### config.mk
export PLATFORM = sky130hd
export DESIGN_NAME = ddrb2_ctrl
export DESIGN_NICKNAME = d
export VERILOG_FILES = /design/src/rtl/ddrb2_pkg.sv /design/src/rtl/ddrb2_cmd_issue.sv /design/src/rtl/ddrb2_wr_sched.sv /design/src/rtl/ddrb2_rd_capture.sv /design/src/rtl/ddrb2_ctrl.sv
export SDC_FILE = /design/constraint.sdc
export NUM_CORES = 1
export LEC_CHECK = 0
export ABC_AREA = 0
export BUFFER_PORTS_ARGS = -buffer_cell sky130_fd_sc_hd__buf_2
export CORE_ASPECT_RATIO = 1.1
export CORE_MARGIN = 5
export CORE_UTILIZATION = 58
export CTS_CLUSTER_SIZE = 16
export DETAILED_ROUTE_END_ITERATION = 6
export GPL_TIMING_DRIVEN = 0
export MAX_ROUTING_LAYER = met4
export PLACE_DENSITY_LB_ADDON = 0.05
export RECOVER_POWER = 25
export SLEW_MARGIN = 15
export SYNTH_ARGS = -nofsm -noshare
export SYNTH_HDL_FRONTEND = slang
export SYNTH_HIERARCHICAL = 1
export SYNTH_SLANG_ARGS = --single-unit
### constraint.sdc
create_clock -name clk -period 3.2 [get_ports clk]
set_clock_uncertainty 0.2 [all_clocks]
set_input_delay 0.32 -clock clk [delete_from_list [all_inputs] [get_ports clk]]
set_output_delay 0.32 -clock clk [all_outputs]
set_load 0.005 [all_outputs]
### src/rtl/ddrb2_pkg.sv
package ddrb2_pkg;

  // Half-cycle slot inside one memory clock period.
  typedef enum logic {
    SLOT_K  = 1'b0,
    SLOT_KN = 1'b1
  } slot_e;

  // Idle command slots needed between commands of different type so that
  // write data launched after a read never overlaps returning read data.
  function automatic int turn_k(input int rd_lat);
    int t;
    t = (rd_lat - 1) / 2;
    return (t < 1) ? 1 : t;
  endfunction

endpackage

### src/rtl/ddrb2_cmd_issue.sv
module ddrb2_cmd_issue
  import ddrb2_pkg::*;
#(
  parameter int AW     = 20,
  parameter int TURN_K = 1
) (
  input  logic          clk,
  input  logic          rst_n,
  input  logic          req_valid,
  input  logic          req_write,
  input  logic [AW-1:0] req_addr,
  output logic          req_ready,
  output logic          cmd_fire,
  output logic          k_slot,
  output logic          mem_strobe_n,
  output logic          mem_rd_sel,
  output logic [AW-1:0] mem_addr
);

  localparam int GW = $clog2(TURN_K + 1);
  localparam logic [GW-1:0] GAP_FULL = GW'(TURN_K);

  slot_e         slot_q;
  logic          last_wr_q;
  logic [GW-1:0] gap_q;
  logic          same_kind;
  logic          gap_done;

  assign same_kind = (req_write == last_wr_q);
  assign gap_done  = (gap_q == GAP_FULL);
  // Accept only in the slot before a command slot; a type change waits for the gap.
  assign req_ready = (slot_q == SLOT_KN) && (same_kind || gap_done);
  assign cmd_fire  = req_valid && req_ready;
  assign k_slot    = (slot_q == SLOT_K);

  always_ff @(posedge clk) begin
    if (!rst_n) begin
      slot_q       <= SLOT_K;
      last_wr_q    <= 1'b0;
      gap_q        <= GAP_FULL;
      mem_strobe_n <= 1'b1;
      mem_rd_sel   <= 1'b1;
      mem_addr     <= '0;
    end else begin
      slot_q       <= (slot_q == SLOT_K) ? SLOT_KN : SLOT_K;
      mem_strobe_n <= !cmd_fire;
      mem_rd_sel   <= cmd_fire ? !req_write : 1'b1;
      if (cmd_fire) begin
        mem_addr  <= req_addr;
        last_wr_q <= req_write;
        gap_q     <= '0;
      end else if (slot_q == SLOT_KN && !gap_done) begin
        // Next slot is a command slot left empty: one more idle slot counted.
        gap_q <= gap_q + 1'b1;
      end
    end
  end

endmodule

### src/rtl/ddrb2_wr_sched.sv
module ddrb2_wr_sched #(
  parameter int LANES  = 2,
  parameter int LANE_W = 9
) (
  input  logic                    clk,
  input  logic                    rst_n,
  input  logic                    load,
  input  logic [LANES*LANE_W-1:0] wdata0,
  input  logic [LANES*LANE_W-1:0] wdata1,
  input  logic [LANES-1:0]        wmask0,
  input  logic [LANES-1:0]        wmask1,
  output logic [LANES*LANE_W-1:0] dq_out,
  output logic                    dq_oe,
  output logic [LANES-1:0]        lane_we
);

  localparam int DW = LANES * LANE_W;

  typedef struct packed {
    logic [DW-1:0]    w0;
    logic [DW-1:0]    w1;
    logic [LANES-1:0] m0;
    logic [LANES-1:0] m1;
  } burst_t;

  burst_t           st0_q, st1_q;
  logic             st0_v, st1_v;
  logic             tail_v;
  logic [DW-1:0]    tail_w;
  logic [LANES-1:0] tail_m;

  always_ff @(posedge clk) begin
    if (!rst_n) begin
      st0_v   <= 1'b0;
      st1_v   <= 1'b0;
      st0_q   <= '0;
      st1_q   <= '0;
      tail_v  <= 1'b0;
      tail_w  <= '0;
      tail_m  <= '0;
      dq_out  <= '0;
      dq_oe   <= 1'b0;
      lane_we <= '0;
    end else begin
      // Stage 0 covers the command slot, stage 1 the slot after it.
      st0_v <= load;
      if (load) st0_q <= '{w0: wdata0, w1: wdata1, m0: wmask0, m1: wmask1};
      st1_v <= st0_v;
      st1_q <= st0_q;
      if (st1_v) begin
        dq_out  <= st1_q.w0;
        lane_we <= st1_q.m0;
        dq_oe   <= 1'b1;
        tail_v  <= 1'b1;
        tail_w  <= st1_q.w1;
        tail_m  <= st1_q.m1;
      end else if (tail_v) begin
        dq_out  <= tail_w;
        lane_we <= tail_m;
        dq_oe   <= 1'b1;
        tail_v  <= 1'b0;
      end else begin
        lane_we <= '0;
        dq_oe   <= 1'b0;
        tail_v  <= 1'b0;
      end
    end
  end

endmodule

### src/rtl/ddrb2_rd_capture.sv
module ddrb2_rd_capture #(
  parameter int DW     = 18,
  parameter int RD_LAT = 3
) (
  input  logic          clk,
  input  logic          rst_n,
  input  logic          issue,
  input  logic [DW-1:0] mem_dq_in,
  output logic          rsp_valid,
  output logic [DW-1:0] rsp_rdata0,
  output logic [DW-1:0] rsp_rdata1
);

  localparam int DEPTH = RD_LAT + 2;

  // Bit k is high during the k-th slot after a read command slot.
  logic [DEPTH-1:0] track_q;
  logic [DW-1:0]    first_q;

  always_ff @(posedge clk) begin
    if (!rst_n) track_q[0] <= 1'b0;
    else        track_q[0] <= issue;
  end

  for (genvar i = 1; i < DEPTH; i++) begin : g_track
    always_ff @(posedge clk) begin
      if (!rst_n) track_q[i] <= 1'b0;
      else        track_q[i] <= track_q[i-1];
    end
  end

  always_ff @(posedge clk) begin
    if (!rst_n) begin
      first_q    <= '0;
      rsp_valid  <= 1'b0;
      rsp_rdata0 <= '0;
      rsp_rdata1 <= '0;
    end else begin
      if (track_q[RD_LAT]) first_q <= mem_dq_in;
      rsp_valid <= track_q[RD_LAT+1];
      if (track_q[RD_LAT+1]) begin
        rsp_rdata0 <= first_q;
        rsp_rdata1 <= mem_dq_in;
      end
    end
  end

endmodule

### src/rtl/ddrb2_ctrl.sv
module ddrb2_ctrl
  import ddrb2_pkg::*;
#(
  parameter int AW     = 20,
  parameter int LANES  = 2,
  parameter int LANE_W = 9,
  parameter int RD_LAT = 3
) (
  input  logic                    clk,
  input  logic                    rst_n,
  input  logic                    req_valid,
  output logic                    req_ready,
  input  logic                    req_write,
  input  logic [AW-1:0]           req_addr,
  input  logic [LANES*LANE_W-1:0] req_wdata0,
  input  logic [LANES*LANE_W-1:0] req_wdata1,
  input  logic [LANES-1:0]        req_wmask0,
  input  logic [LANES-1:0]        req_wmask1,
  output logic                    rsp_valid,
  output logic [LANES*LANE_W-1:0] rsp_rdata0,
  output logic [LANES*LANE_W-1:0] rsp_rdata1,
  output logic                    k_slot,
  output logic                    mem_strobe_n,
  output logic                    mem_rd_sel,
  output logic [AW-1:0]           mem_addr,
  output logic [LANES-1:0]        mem_lane_we,
  output logic [LANES*LANE_W-1:0] mem_dq_out,
  output logic                    mem_dq_oe,
  input  logic [LANES*LANE_W-1:0] mem_dq_in
);

  localparam int DW     = LANES * LANE_W;
  localparam int TURN_K = turn_k(RD_LAT);

  logic cmd_fire;
  logic wr_load;
  logic rd_issue;

  assign wr_load  = cmd_fire && req_write;
  assign rd_issue = cmd_fire && !req_write;

  ddrb2_cmd_issue #(.AW(AW), .TURN_K(TURN_K)) u_issue (
    .clk          (clk),
    .rst_n        (rst_n),
    .req_valid    (req_valid),
    .req_write    (req_write),
    .req_addr     (req_addr),
    .req_ready    (req_ready),
    .cmd_fire     (cmd_fire),
    .k_slot       (k_slot),
    .mem_strobe_n (mem_strobe_n),
    .mem_rd_sel   (mem_rd_sel),
    .mem_addr     (mem_addr)
  );

  ddrb2_wr_sched #(.LANES(LANES), .LANE_W(LANE_W)) u_wr (
    .clk     (clk),
    .rst_n   (rst_n),
    .load    (wr_load),
    .wdata0  (req_wdata0),
    .wdata1  (req_wdata1),
    .wmask0  (req_wmask0),
    .wmask1  (req_wmask1),
    .dq_out  (mem_dq_out),
    .dq_oe   (mem_dq_oe),
    .lane_we (mem_lane_we)
  );

  ddrb2_rd_capture #(.DW(DW), .RD_LAT(RD_LAT)) u_rd (
    .clk        (clk),
    .rst_n      (rst_n),
    .issue      (rd_issue),
    .mem_dq_in  (mem_dq_in),
    .rsp_valid  (rsp_valid),
    .rsp_rdata0 (rsp_rdata0),
    .rsp_rdata1 (rsp_rdata1)
  );

endmodule

==> run_summary.xml, run 1 <==
<?xml version="1.0" encoding="UTF-8"?>
<metrics>
  <group name="floorplanning">
    <metric name="design.portCount" unit="">164</metric>
    <metric name="std_cell_core_area" unit="mm^2">0.0127</metric>
    <metric name="floorplan.initialDensity" unit="%">59.6</metric>
    <metric name="num_rows" unit="">43</metric>
    <metric name="die-area" unit="mm^2">0.0154</metric>
    <metric name="die_height" unit="um">130</metric>
    <metric name="die_w" unit="um">119</metric>
  </group>
  <group name="final_layout">
    <metric name="register_area" unit="mm^2">0.00418</metric>
    <metric name="final_cell_mix" unit="">dfxtp_1 (209), buf_2 (167), nor2b_1 (116), mux2i_1 (115), dlygate4sd3_1 (79)</metric>
    <metric name="layout-area-overhead-vs-synth" unit="%">32.0</metric>
    <metric name="final_common_cell" unit="">dfxtp_1</metric>
    <metric name="fin_area" unit="mm^2">0.00998</metric>
    <metric name="design.final.nets" unit="">975</metric>
    <metric name="number_of_diodes_added_for_antenna_fixing" unit="">0</metric>
    <metric name="drive_gt1_share" unit="%">26.3</metric>
    <metric name="final.fill_count" unit="">811</metric>
    <metric name="multi_input_area" unit="mm^2">0.00305</metric>
  </group>
  <group name="critical_path">
    <metric name="regToRegEndpoint" unit="">u_wr/st0_q[20]$_SDFFE_PN0P_</metric>
    <metric name="worstPathMaxFanout" unit="">10</metric>
    <metric name="reg2reg_setup_slack" unit="ns">1.20</metric>
    <metric name="worst_path_dominant_cell_family" unit="">buffers and inverters</metric>
    <metric name="worstRegToRegCells" unit="">8</metric>
    <metric name="crit_start" unit="">req_write</metric>
    <metric name="cp-endpoint" unit="">u_wr/st0_q[20]$_SDFFE_PN0P_</metric>
    <metric name="worst-endpoint-required" unit="ns">3.38</metric>
    <metric name="timing.rr.start" unit="">u_issue/last_wr_q$_SDFFE_PN0P_</metric>
    <metric name="startpoint_type" unit="">input pin</metric>
    <metric name="criticalPathCategory" unit="">in -&gt; reg</metric>
    <metric name="critPathSlowestCell" unit="">dlygate4sd3_1</metric>
    <metric name="timing.critical_path.depth" unit="">10</metric>
    <metric name="path_cells" unit="">dlygate4sd3_1 &gt; buf_2 &gt; xnor2_1 &gt; nor2_1 &gt; nor2_1 &gt; and2_2 &gt; buf_2 &gt; buf_4 &gt; mux2i_1 &gt; nor2b_1</metric>
    <metric name="end_kind" unit="">flop</metric>
    <metric name="critical_path.max_stage_delay" unit="ns">0.53</metric>
    <metric name="critPathBufInv" unit="">4</metric>
    <metric name="critPathArrivalTime" unit="ns">2.37</metric>
  </group>
  <group name="synth">
    <metric name="synth.distinct_cells" unit="">30</metric>
    <metric name="postSynthAreaPerCell" unit="um^2">12.0</metric>
    <metric name="yosys_warn_count" unit="">6</metric>
    <metric name="synth_top_cells_by_area" unit="">dfxtp_1 (55%), mux2i_1 (15%), nor2b_1 (9.6%), and2_1 (4.1%), mux2_4 (3.4%)</metric>
    <metric name="synth.yosys.seq_area_share" unit="%">55.3</metric>
    <metric name="syn_nets" unit="">711</metric>
    <metric name="yosys.area.top_type_share" unit="%">55.3</metric>
    <metric name="syn_inst" unit="">629</metric>
    <metric name="synth_area_leader_cell" unit="">dfxtp_1</metric>
    <metric name="total_of_flip_flops_plus_latches_after_synthesis" unit="">209</metric>
    <metric name="synth.cell_area" unit="mm^2">0.00756</metric>
  </group>
  <group name="sta">
    <metric name="rsz_0062_raised_after_global_routing" unit="">no</metric>
    <metric name="final-max-slew-violation-count" unit="">0</metric>
    <metric name="timing.final.crit_share" unit="%">68.6</metric>
    <metric name="max_freq" unit="MHz">455</metric>
    <metric name="final_period_minus_worst_setup_slack" unit="ns">2.20</metric>
    <metric name="setup_viol_count_final" unit="">0</metric>
    <metric name="timing.slew.headroom" unit="%">33.8</metric>
    <metric name="worstMarginPinSlew" unit="ns">0.993</metric>
    <metric name="finalSetupTns" unit="ns">0</metric>
    <metric name="hold_viol_final" unit="">0</metric>
  </group>
  <group name="clock_network">
    <metric name="ctsLongestPathBuffers" unit="">3</metric>
    <metric name="clock_insertion_delay_worst_skew" unit="ns">0.48</metric>
    <metric name="clkSinkCount" unit="">209</metric>
    <metric name="count_of_buffers_added_by_post_cts_timing_repair_for_setup" unit="">0</metric>
    <metric name="clk_pin_slew_worst_paths" unit="ns">0.06</metric>
    <metric name="post_cts_resize_count" unit="">0</metric>
    <metric name="tritoncts.num_buffers" unit="">20</metric>
    <metric name="cts_tree" unit="">yes</metric>
    <metric name="clk_root_buffer_cell" unit="">clkbuf_16</metric>
    <metric name="htreeDepth" unit="">1</metric>
    <metric name="postCtsHoldBufs" unit="">79</metric>
  </group>
  <group name="routing">
    <metric name="detailroute.via_count" unit="">5277</metric>
    <metric name="drt-pass1-iter-count" unit="">4</metric>
    <metric name="overall_routed_net_length" unit="um">16900</metric>
    <metric name="avgRoutedWirePerCell" unit="um">15.9</metric>
    <metric name="post-route-drc-count" unit="">0</metric>
    <metric name="route.antenna.remaining_nets" unit="">0</metric>
    <metric name="drt-vias-per-instance" unit="">4.97</metric>
    <metric name="first_iter_violations" unit="">162</metric>
  </group>
  <group name="global_route">
    <metric name="global_route.usage.total" unit="%">22.4</metric>
    <metric name="overflow" unit="">0</metric>
    <metric name="first_global_vias" unit="">5579</metric>
    <metric name="grt_max_degree" unit="">20</metric>
    <metric name="number_of_antenna_violations_at_the_first_check_in_global_routing" unit="">0</metric>
    <metric name="global_route_wire_length_before_repair" unit="um">27600</metric>
  </group>
  <group name="power">
    <metric name="vdd_drop_max" unit="uV">491</metric>
    <metric name="power.static_leakage" unit="nW">4.19</metric>
    <metric name="pwr_density_cell" unit="mW/mm^2">525</metric>
  </group>
  <group name="placement">
    <metric name="portBuffers" unit="">163</metric>
    <metric name="placement.cell_area" unit="mm^2">0.00858</metric>
    <metric name="gp_congestion" unit="">0.766</metric>
    <metric name="hpwlAfterDp" unit="um">11200</metric>
  </group>
  <group name="worst_hold_path">
    <metric name="hp-class" unit="">in -&gt; reg</metric>
  </group>
  <group name="flow_run">
    <metric name="count_of_max_cap_constraint_violations" unit="">0</metric>
  </group>
  <group name="status">
    <metric name="outcome" unit="">finished, final reports clean</metric>
  </group>
</metrics>
## synth_stat cells
cell and count:
dfxtp_1 209, nor2b_1 116, mux2i_1 115, and2_1 49, nand2b_1 19, o211a_1 18
a22o_1 17, mux2_4 17, clkbuf_1 13, buf_4 9, buf_6 7, buf_2 6
clkbuf_2 4, nand2_1 4, nor2_1 4, a22o_2 3, buf_12 3, a21boi_0 2
inv_1 2, nand3b_1 2, a21oi_1 1, and2_2 1, and2b_2 1, buf_8 1
mux2_2 1, nand3_1 1, o2111a_2 1, o21a_1 1, o2bb2ai_1 1, xnor2_1 1
## per-layer routing
layer / part of all wire (%) / global-route usage, %
met5: 0 / -
met4: 2.4 / 6.48
met3: 5.4 / 3.73
met2: 50 / 38.7
met1: 43 / 27.3
## stage by stage
step                      hold slack, ns  utilization [%]  power, mW  worst slack (ns)  cells
after global routing              0.0646             78.6       5.43             0.809   1062
after CTS                         0.0380             78.7       5.28              1.02   1062
after global placement             0.214             67.5       2.96              1.14    949
after floorplan                    0.182                -       2.85              1.49    629
after detailed placement           0.221             67.5       2.96              1.08    949
final                             0.0463             78.6       5.25              1.00   1062
## state kept, by name, summed over array words and instances (netlist names), 2 cells and up
register / cells
u_issue/mem_addr: 20
u_rd/first_q: 18
u_rd/rsp_rdata0: 18
u_rd/rsp_rdata1: 18
u_rd/track_q: 5
u_wr/dq_out: 18
u_wr/lane_we: 2
u_wr/st0_q: 40
u_wr/st1_q: 40
u_wr/tail_m: 2
u_wr/tail_w: 18
## worst min-delay path by stage
| stage | start | to | cells after the start |
|---|---|---|---|
| floorplan | req_write | u_issue/mem_rd_sel$_SDFF_PN1_ | 1 |
| global placement | u_rd/track_q[1]$_SDFF_PN0_ | u_rd/track_q[2]$_SDFF_PN0_ | 1 |
| detailed placement | u_rd/track_q[1]$_SDFF_PN0_ | u_rd/track_q[2]$_SDFF_PN0_ | 1 |
| CTS | req_valid | u_issue/last_wr_q$_SDFFE_PN0P_ | 4 |
| global route | req_valid | u_issue/last_wr_q$_SDFFE_PN0P_ | 4 |
| finish | req_valid | u_issue/last_wr_q$_SDFFE_PN0P_ | 4 |
## worst register-to-register path, delay by kind of cell, from the launching register on
family	cells	cell delay, ns
DFF	1	0.32
buffers and inverters	2	0.46
muxes	1	0.23
and+or+nand+nor	4	0.42
xor gates and xnor gates	1	0.26
## area by class of cell
type | count | area share (%)
sequential | 209 | 41.9
clock buffer | 29 | 5.77
inverter | 2 | 0.0752
tap | 157 | 1.97
clock inverter | 5 | 0.526
buffer | 43 | 3.11
multi-input combinational | 375 | 30.6
timing repair buffer | 242 | 16.1
## report_power, final
part / total, mW / switching [mW] / internal (mW)
registers: 2.67 / 0.0207 / 2.64
clock network: 2.26 / 0.933 / 1.33
logic: 0.320 / 0.129 / 0.190
## cells by family (layout without fill, tap and decap cells)
family          after synthesis  after routing  share of synthesized area [%]
xor+xnor                      1              1                          0.116
compound gates               44             44                           5.39
buf+inv                      45            321                           4.33
simple gates                197            197                           16.1
mux                         133            133                           18.7
flops                       209            209                           55.3
No activity file was read; power rests on OpenSTA's default activity.
==> inputs of run 2 (changes only) <==
CORE_UTILIZATION = 49   (was 58)
clock period = 1.84 ns   (was 3.2 ns; I/O delays follow)
==> run 2 against run 1 <==
  * Critical path depth fell by 3
  * Highest routed layer unchanged
  * Final cell count rose by 4.6%
  * Power up 75%
==> run_summary.xml, run 2 (synthesis results as in run 1) <==
<?xml version="1.0" encoding="UTF-8"?>
<metrics>
  <group name="critical_path">
    <metric name="criticalPathCategory" unit="">reg -&gt; reg</metric>
    <metric name="critical_path.max_stage_delay" unit="ns">0.35</metric>
    <metric name="crit_start" unit="">u_issue/last_wr_q$_SDFFE_PN0P_</metric>
    <metric name="crit_top_cell" unit="">nor2_4</metric>
    <metric name="critPathSlowestCell" unit="">dfxtp_2</metric>
    <metric name="critPathBufInv" unit="">1</metric>
    <metric name="worst-endpoint-required" unit="ns">2.01</metric>
    <metric name="path_cells" unit="">xnor2_4 &gt; nor2_4 &gt; nor2_4 &gt; and2_4 &gt; buf_12 &gt; mux2i_2 &gt; nor2b_1</metric>
    <metric name="worstPathMaxFanout" unit="">5</metric>
    <metric name="critPathArrivalTime" unit="ns">1.95</metric>
    <metric name="startpoint_type" unit="">flop</metric>
    <metric name="end_kind" unit="">flop</metric>
    <metric name="worst_path_dominant_cell_family" unit="">simple AND/OR/NAND/NOR gates</metric>
    <metric name="timing.rr.start" unit="">u_issue/last_wr_q$_SDFFE_PN0P_</metric>
  </group>
  <group name="clock_network">
    <metric name="tritoncts.num_buffers" unit="">21</metric>
    <metric name="clk_root_buffer_cell" unit="">clkbuf_16</metric>
    <metric name="clk_pin_slew_worst_paths" unit="ns">0.06</metric>
    <metric name="htreeDepth" unit="">1</metric>
    <metric name="cts_tree" unit="">yes</metric>
    <metric name="clkSinkCount" unit="">209</metric>
    <metric name="clock_insertion_delay_worst_skew" unit="ns">0.48</metric>
    <metric name="ctsLongestPathBuffers" unit="">3</metric>
  </group>
  <group name="power">
    <metric name="power.static_leakage" unit="nW">4.15</metric>
    <metric name="pwr_density_cell" unit="mW/mm^2">895</metric>
    <metric name="vdd_drop_max" unit="uV">773</metric>
  </group>
  <group name="sta">
    <metric name="rsz_0062_raised_after_global_routing" unit="">no</metric>
    <metric name="hold_viol_final" unit="">0</metric>
    <metric name="max_freq" unit="MHz">560</metric>
    <metric name="final-max-slew-violation-count" unit="">0</metric>
    <metric name="final_period_minus_worst_setup_slack" unit="ns">1.79</metric>
    <metric name="setup_viol_count_final" unit="">0</metric>
    <metric name="worstMarginPinSlew" unit="ns">0.483</metric>
    <metric name="timing.slew.headroom" unit="%">67.8</metric>
    <metric name="timing.final.crit_share" unit="%">97.1</metric>
    <metric name="layout_setup_ws" unit="ns">0.0540</metric>
  </group>
  <group name="status">
    <metric name="outcome" unit="">finished, final reports clean</metric>
  </group>
  <group name="routing">
    <metric name="avgRoutedWirePerCell" unit="um">15.9</metric>
    <metric name="first_iter_violations" unit="">221</metric>
    <metric name="post-route-drc-count" unit="">0</metric>
    <metric name="drt-vias-per-instance" unit="">4.79</metric>
    <metric name="overall_routed_net_length" unit="um">17700</metric>
    <metric name="detailroute.via_count" unit="">5323</metric>
    <metric name="route.antenna.remaining_nets" unit="">0</metric>
    <metric name="drt-pass1-iter-count" unit="">4</metric>
  </group>
  <group name="worst_hold_path">
    <metric name="hp-class" unit="">in -&gt; reg</metric>
    <metric name="worst_hold_startpoint" unit="">req_write</metric>
  </group>
  <group name="final_layout">
    <metric name="final_util" unit="%">67.9</metric>
    <metric name="design.final.nets" unit="">985</metric>
    <metric name="layout-area-overhead-vs-synth" unit="%">35.7</metric>
    <metric name="final_cell_mix" unit="">dfxtp_1 (207), buf_2 (122), nor2b_1 (116), mux2i_1 (111), dlygate4sd3_1 (81)</metric>
    <metric name="final_common_cell" unit="">dfxtp_1</metric>
    <metric name="reg_top3" unit="">u_wr/st0_q: 40 flops, u_wr/st1_q: 40 flops, u_issue/mem_addr: 20 flops</metric>
    <metric name="drive_gt1_share" unit="%">23.7</metric>
  </group>
  <group name="global_route">
    <metric name="overflow" unit="">0</metric>
    <metric name="grt_max_degree" unit="">20</metric>
    <metric name="number_of_antenna_violations_at_the_first_check_in_global_routing" unit="">1</metric>
    <metric name="global_route_wire_length_before_repair" unit="um">27500</metric>
    <metric name="global_route.usage.total" unit="%">19.2</metric>
    <metric name="first_global_vias" unit="">5494</metric>
  </group>
  <group name="placement">
    <metric name="detailedPlace.worstSlack" unit="ns">-0.166</metric>
    <metric name="hpwlAfterDp" unit="um">11700</metric>
    <metric name="portBuffers" unit="">163</metric>
    <metric name="gp_congestion" unit="">0.802</metric>
  </group>
  <group name="floorplanning">
    <metric name="design.portCount" unit="">164</metric>
    <metric name="std_cell_core_area" unit="mm^2">0.0151</metric>
    <metric name="num_rows" unit="">47</metric>
    <metric name="die_w" unit="um">128</metric>
    <metric name="die-area" unit="mm^2">0.0180</metric>
    <metric name="floorplan.initialDensity" unit="%">50.0</metric>
    <metric name="die_height" unit="um">140</metric>
  </group>
  <group name="flow_run">
    <metric name="count_of_max_cap_constraint_violations" unit="">0</metric>
  </group>
</metrics>
[run 2: cell count changes in the layout (fill, tap and decap cells not counted), moves of 4 or more]
cell       delta
and2_1       +21
clkbuf_16     +4
mux2i_1       -4
clkbuf_1     +33
clkbuf_8      +4
buf_12        +4
clkbuf_2      +5
buf_2        -45
and2_0       -21
[run 2: report_power, final]
| part | switching, mW | leakage, nW | internal, mW |
|---|---|---|---|
| sequential | 0.0391 | 1.69 | 4.60 |
| clock | 1.62 | 0.318 | 2.32 |
| combinational | 0.243 | 2.14 | 0.369 |
| total | 1.90 | 4.15 | 7.29 |
[run 2: metrics by stage]
stage	hold slack [ns]	instance area [um^2]	std cells	total power [mW]	TNS [ns]
finish	0.0542	10300	1111	9.19	0
floorplan	0.0459	7560	629	4.96	0
global placement	0.193	8620	988	5.15	-2.86
detailed placement	0.198	8620	988	5.16	-3.76
global route	0.0651	10300	1111	9.56	0
CTS	0.231	10100	1102	9.26	0
[run 2: worst min-delay path: stages]
cell and delay [ns]:
dlymetal6s4s_1 0.18, buf_6 0.13, mux2i_1 0.08, nor2b_1 0.11
[run 2: timing repair]
| item | in CTS | in global routing |
|---|---|---|
| hold buffers | 81 | 1 |
| resized for setup | 5 | 26 |
| pin swaps | 0 | 3 |
| gates cloned | 0 | 5 |
| setup endpoints to repair | 39 | 39 |
| endpoints found under the hold margin | 101 | 1 |
| buffers inserted | 0 | 2 |
[run 2: worst paths after layout]
path	to	slack, ns	cells after the start
worst min register to register	u_rd/track_q[2]$_SDFF_PN0_	0.23	1
worst max-delay path	u_wr/st0_q[7]$_SDFFE_PN0P_	0.05	7
worst max register to register	u_wr/st0_q[7]$_SDFFE_PN0P_	0.05	7
worst min-delay path	u_issue/last_wr_q$_SDFFE_PN0P_	0.05	4
[run 2: cell type report]
cell class              instances  area [um^2]
well taps                     196          245
inverters                       2         7.51
clock inverters                 3         15.0
fillers                      1140         4850
clock buffers                  31          623
flip-flops and latches        209         4190
multi-input cells             376         3120
repair buffers                251         1700
diodes                          1         2.50
plain buffers                  42          363
[run 2: metal layers]
layer	vias up	global-route usage [%]	wire, um
met5	-	-	0
met2	137	32.1	8730
met3	24	3.24	824
li1	2655	-	-
met4	0	5.20	272
met1	2507	23.9	7830
